[config.mk]
export PLATFORM = sky130hd
export DESIGN_NAME = io_window_decoder
export DESIGN_NICKNAME = d
export VERILOG_FILES = /design/src/rtl/io_win_pkg.sv /design/src/rtl/io_win_field.sv /design/src/rtl/io_win_match.sv /design/src/rtl/io_window_decoder.sv
export SDC_FILE = /design/constraint.sdc
export NUM_CORES = 1
export LEC_CHECK = 0
export BUFFER_PORTS_ARGS = -buffer_cell sky130_fd_sc_hd__buf_4
export CAP_MARGIN = 10
export CORE_MARGIN = 2
export CORE_UTILIZATION = 38
export CTS_CLUSTER_DIAMETER = 50
export DETAILED_ROUTE_END_ITERATION = 10
export GPL_ROUTABILITY_DRIVEN = 0
export HOLD_SLACK_MARGIN = 0.12
export PLACE_DENSITY = 0.81
export SYNTH_ARGS = -nofsm -noshare
export SYNTH_HDL_FRONTEND = slang
export SYNTH_SLANG_ARGS = --single-unit
[constraint.sdc]
create_clock -name clk -period 1.31 [get_ports clk]
set_clock_uncertainty 0.15 [all_clocks]
set_input_delay 0.0655 -clock clk [delete_from_list [all_inputs] [get_ports clk]]
set_output_delay 0.0655 -clock clk [all_outputs]
set_load 0.01 [all_outputs]
[src/rtl/io_win_pkg.sv]
package io_win_pkg;

  // Which register an offset selects
  typedef enum logic [1:0] {
    SEL_NONE  = 2'd0,
    SEL_BASE  = 2'd1,
    SEL_LIMIT = 2'd2
  } io_win_sel_e;

endpackage

[src/rtl/io_win_field.sv]
// One window register: a programmable upper field above a reserved,
// always-zero lower part.
module io_win_field #(
  parameter int   REG_W   = 8,
  parameter int   FLD_W   = 4,
  parameter logic RST_ONE = 1'b0
) (
  input  logic             clk,
  input  logic             rst,
  input  logic             wr_en,
  input  logic [FLD_W-1:0] wr_fld,
  output logic [FLD_W-1:0] fld_q,
  output logic [REG_W-1:0] rd_data
);

  localparam int RSV_W = REG_W - FLD_W;
  localparam logic [FLD_W-1:0] RST_VAL = {FLD_W{RST_ONE}};

  always_ff @(posedge clk) begin
    if (rst) begin
      fld_q <= RST_VAL;
    end else if (wr_en) begin
      fld_q <= wr_fld;
    end
  end

  generate
    if (RSV_W > 0) begin : g_rsv
      assign rd_data = {fld_q, {RSV_W{1'b0}}};
    end else begin : g_full
      assign rd_data = fld_q;
    end
  endgenerate


  wr_takes_effect_chk: assert property (@(posedge clk) disable iff (rst)
    wr_en |=> fld_q == $past(wr_fld));


  rst_restores_chk: assert property (@(posedge clk)
    rst |=> fld_q == RST_VAL);

endmodule

[src/rtl/io_win_match.sv]
// Window comparator. FULL_CMP selects a full-width compare against the
// expanded bounds, or a compare of the upper field only.
module io_win_match #(
  parameter int ADDR_W    = 16,
  parameter int GRAN_BITS = 12,
  parameter bit FULL_CMP  = 1'b1
) (
  input  logic [ADDR_W-GRAN_BITS-1:0] base_fld,
  input  logic [ADDR_W-GRAN_BITS-1:0] limit_fld,
  input  logic [ADDR_W-1:0]           addr,
  input  logic                        valid,
  output logic                        hit
);

  localparam int FLD_W = ADDR_W - GRAN_BITS;

  generate
    if (FULL_CMP) begin : g_full
      logic [ADDR_W-1:0] bottom;
      logic [ADDR_W-1:0] top;
      assign bottom = {base_fld, {GRAN_BITS{1'b0}}};
      assign top    = {limit_fld, {GRAN_BITS{1'b1}}};
      assign hit    = valid && (addr >= bottom) && (addr <= top);
    end else begin : g_fld
      logic [FLD_W-1:0] blk;
      logic             unused_low;
      assign blk        = addr[ADDR_W-1:GRAN_BITS];
      assign unused_low = ^addr[GRAN_BITS-1:0];
      assign hit        = valid && (blk >= base_fld) && (blk <= limit_fld);
    end
  endgenerate

endmodule

[src/rtl/io_window_decoder.sv]
module io_window_decoder #(
  parameter int               ADDR_W    = 16,
  parameter int               GRAN_BITS = 12,
  parameter int               REG_W     = 8,
  parameter int               OFS_W     = 8,
  parameter logic [OFS_W-1:0] BASE_OFS  = 8'h1C,
  parameter logic [OFS_W-1:0] LIMIT_OFS = 8'h1D,
  parameter bit               FULL_CMP  = 1'b1
) (
  input  logic              clk,
  input  logic              rst,
  input  logic [OFS_W-1:0]  cfg_ofs,
  input  logic              cfg_we,
  input  logic [REG_W-1:0]  cfg_wdata,
  output logic [REG_W-1:0]  cfg_rdata,
  input  logic [ADDR_W-1:0] req_addr,
  input  logic              req_valid,
  output logic              req_hit
);

  import io_win_pkg::*;

  localparam int FLD_W = ADDR_W - GRAN_BITS;
  localparam int RSV_W = REG_W - FLD_W;

  io_win_sel_e      sel;
  logic [FLD_W-1:0] wr_fld;
  logic [FLD_W-1:0] base_fld;
  logic [FLD_W-1:0] limit_fld;
  logic [REG_W-1:0] base_rd;
  logic [REG_W-1:0] limit_rd;

  always_comb begin
    if (cfg_ofs == BASE_OFS)       sel = SEL_BASE;
    else if (cfg_ofs == LIMIT_OFS) sel = SEL_LIMIT;
    else                           sel = SEL_NONE;
  end

  assign wr_fld = cfg_wdata[REG_W-1 -: FLD_W];

  generate
    if (RSV_W > 0) begin : g_rsv_unused
      logic unused_wlow;
      assign unused_wlow = ^cfg_wdata[RSV_W-1:0];
    end
  endgenerate

  io_win_field #(.REG_W(REG_W), .FLD_W(FLD_W), .RST_ONE(1'b1)) u_base (
    .clk     (clk),
    .rst     (rst),
    .wr_en   (cfg_we && (sel == SEL_BASE)),
    .wr_fld  (wr_fld),
    .fld_q   (base_fld),
    .rd_data (base_rd)
  );

  io_win_field #(.REG_W(REG_W), .FLD_W(FLD_W), .RST_ONE(1'b0)) u_limit (
    .clk     (clk),
    .rst     (rst),
    .wr_en   (cfg_we && (sel == SEL_LIMIT)),
    .wr_fld  (wr_fld),
    .fld_q   (limit_fld),
    .rd_data (limit_rd)
  );

  always_comb begin
    unique case (sel)
      SEL_BASE:  cfg_rdata = base_rd;
      SEL_LIMIT: cfg_rdata = limit_rd;
      default:   cfg_rdata = '0;
    endcase
  end

  io_win_match #(.ADDR_W(ADDR_W), .GRAN_BITS(GRAN_BITS), .FULL_CMP(FULL_CMP)) u_match (
    .base_fld  (base_fld),
    .limit_fld (limit_fld),
    .addr      (req_addr),
    .valid     (req_valid),
    .hit       (req_hit)
  );


  stray_write_chk: assert property (@(posedge clk) disable iff (rst)
    (cfg_we && sel == SEL_NONE) |=> ($stable(base_fld) && $stable(limit_fld)));


  hit_needs_valid_chk: assert property (@(posedge clk) disable iff (rst)
    req_hit |-> req_valid);


  empty_window_chk: assert property (@(posedge clk) disable iff (rst)
    req_hit |-> (base_fld <= limit_fld));


  hit_above_bottom_chk: assert property (@(posedge clk) disable iff (rst)
    req_hit |-> (req_addr[ADDR_W-1:GRAN_BITS] >= base_fld));

endmodule

==> summary.md <==
| Metric | Value |
|---|---|
| Largest family of logic cells by synthesized area | simple AND/OR/NAND/NOR gates |
| Drt total wl | about 2700 um |
| DRC viols | 0 |
| CTS max path bufs | 2 |
| # nets final | between 150 and 200 |
| Failing checks | setup timing |
| Core ar. | 1783 um^2 |
| Reg clk slew, reported paths | about 0.060 ns |
| Post-synth cell types | 25 |
| Max Slew Vio Count | 0 |
| Yosys warns | 0 |
| CTS tree | yes |
| Post-Synth Simple-Gate Area | 0.3272 |
| Mux cell area share after synthesis | 0.1079 |
| Detail Route Antenna Nets | 0 |
| Vias per cell | between 5 and 6 |
| Largest fanout on the critical path | 2 |
| DR vias | a little over 900 |
| Root Buffer | clkbuf_4 |
| Top-level I/O count | 45 |
| Max-Cap Viols | 0 |
| Top cells by area in the synthesized netlist | dfxtp_1, ha_1, mux2i_1 |
| Largest area contributor in the netlist | dfxtp_1 |
| Initial antenna violation count | 0 |
| Mapped Area | approximately 740 um^2 |
| # diodes | 0 |
| Worst min-delay path class | in2reg |
| Fmax | 506.9 MHz |
| Final core utilization | 0.7593 |
| Chip Width | 48.19 um |
| Status | finished with violations |
| Crit path kind | reg2out |
| Min Tclk post-route | between 1.5 and 2 ns |
| Synth Area in Compound Gates | 0.1130 |
| DR pass1 iterations | 4 |
| CTS sink count | 8 |
| Register bit total from synthesis | 8 |
| Unrepaired setup endpoints after global routing | true |
| Critical Path Source Type | register |
| Htree depth | 1 |
| Leakage Power | between 0.0006 and 0.0007 uW |
| Overflow after GRT | 0 |
| Row cnt | 15 |
| Fillers | 101 |
| Input/output buffers | 36 |
| Final TNS setup | -0.6627 ns |
| Detailed Route Iter0 Violations | 32 |
| Hold Slack | between 0.1 and 0.15 ns |
| CTS buffer count | 3 |
| Post-Syn Area per Cell | approximately 8.7 um^2 |
| Skew-Pair Late Insertion Delay | approximately 0.26 ns |
| Sequential share of the synthesized area | 0.2159 |
| Final WS setup | -0.6627 ns |
| Die Y | between 40 and 50 um |
| Required @ worst endpoint | roughly 1.1 ns |
| Maximum vdd ir drop | roughly 0.00044 V |
| DP Cell Count | about 160 |
| Final period util | 1.506 |
| Place WS | -0.3105 ns |
| Mapped Cells | 85 |
| Post-Layout Cell Count | roughly 170 |
| Post-detailed-route wirelength per cell | 16.22 um |
| Final setup viols | 1 |
| Total GRT Usage | 0.2284 |
| Final Hold Viols | 0 |
| Pwr dens | 481.7 nW/um^2 |
| Vias in the first global route | 853 |
| Initial Utilization | 0.4161 |
| Area grow syn2layout | 82.46% |
| Largest net degree at the start of global routing | 17 |
| Xor-xnor portion of the synthesized cell area | 0 |
| Crit path DAT | about 1.8 ns |
| HPWL after DPL | ~1600 um |
| Share of Yosys cell area claimed by the top area cell type | 0.2159 |
| Crit end category | primary output |
| Post-synthesis adder-cell area fraction | 0.1349 |
| Fraction of layout cells with a size suffix above 1 | 0.5532 |
| First-pass GRT wire length | 3657 um |
| Die ar. | roughly 2300 um^2 |
==> kinds of logic after synthesis <==
logic type | Yosys count
adders and majority gates | 8
AOI/OAI and AO/OA | 11
other | 1
muxes | 8
buffers and inverters | 15
DFF | 8
and+or+nand+nor | 34
==> through the flow <==
step / area, um^2 / total power, uW
after floorplan: 777.0 / 315.7
after global placement: 1135 / 401.1
after detailed placement: 1135 / 404.9
after CTS: 1314 / 625.3
after global routing: 1354 / 678.1
final: 1354 / 652.2
==> synth_stat cells <==
cell,number
conb_1,1
nand4b_2,1
nor4_1,2
o21ai_0,1
nand2b_1,9
nand2_1,1
nor4bb_1,1
nand4_1,4
a21oi_1,3
or3_4,1
mux2i_1,8
nor3_2,1
inv_1,10
a22o_1,4
o221a_2,1
buf_4,4
nor2_1,9
a41o_1,1
ha_1,8
nor4_4,2
nor3_1,1
clkbuf_1,1
o21a_1,1
nor4b_1,2
dfxtp_1,8
==> final timing paths <==
kind                                  from                             to  slack, ns  cells past startpoint
max reg2reg   u_base.fld_q[2]$_SDFFE_PP1P_   u_base.fld_q[2]$_SDFFE_PP1P_       0.37                      3
min reg2reg  u_limit.fld_q[2]$_SDFFE_PP0P_  u_limit.fld_q[2]$_SDFFE_PP0P_       0.46                      3
min                             cfg_ofs[0]   u_base.fld_q[1]$_SDFFE_PP1P_       0.14                      4
max          u_limit.fld_q[1]$_SDFFE_PP0P_                        req_hit      -0.66                      6
==> layer usage <==
metal / vias to the layer above / global-route usage / wire (um)
met4: 0 / 0.1243 / 123
met2: 56 / 0.4237 / 1440
met1: 442 / 0.2416 / 930
met5: - / 0 / 0
li1: 414 / - / -
met3: 12 / 0.03704 / 198
==> timing repair <==
item                                    in CTS  in global routing
setup buffers                                3                  0
pin swaps                                    7                  5
resized for setup                           17                  6
endpoints found under the setup margin       5                  5
hold endpoints to repair                     8                  0
hold buffers                                 5                  0
cloned                                       0                  0
==> power breakdown <==
part,internal [uW],switching (uW)
Sequential,244,0.206
Combinational,120,90.5
Clock,105,92.9
Total,469,184
==> state kept, by name (all words and copies together), names as in the netlist <==
name,count
u_limit.fld_q,4
u_base.fld_q,4
==> critical path, cell delays in order (launching register included) <==
cell and delay (ns):
dfxtp_2 0.34, inv_2 0.05, ha_4 0.26, nand4_1 0.16, nor4_4 0.37, o221a_4 0.22
buf_6 0.09
==> area by class of cell <==
type                    instances  area (um^2)  area share
repair buffers                 55        440.4      0.3253
well taps                      25        31.28     0.02311
inverters                      10        37.54     0.02773
clock buffers                   3        22.52     0.01664
flip-flops and latches          8        166.4      0.1229
multi-input cells              65        655.6      0.4843
==> layout by cell type (no fill, tap or decap), types with 2 or more instances in the layout <==
master / count
inv_1: 6
nor4b_2: 2
dlygate4sd3_1: 5
clkbuf_4: 3
nand4_1: 4
conb_1: 4
nand2b_1: 9
nor2_1: 9
ha_4: 5
mux2i_1: 8
a22o_1: 4
buf_6: 4
inv_2: 4
nor4_4: 3
a21oi_1: 3
buf_4: 46
dfxtp_1: 3
dfxtp_2: 5
ha_1: 3
(Power assumes the default switching activity.)
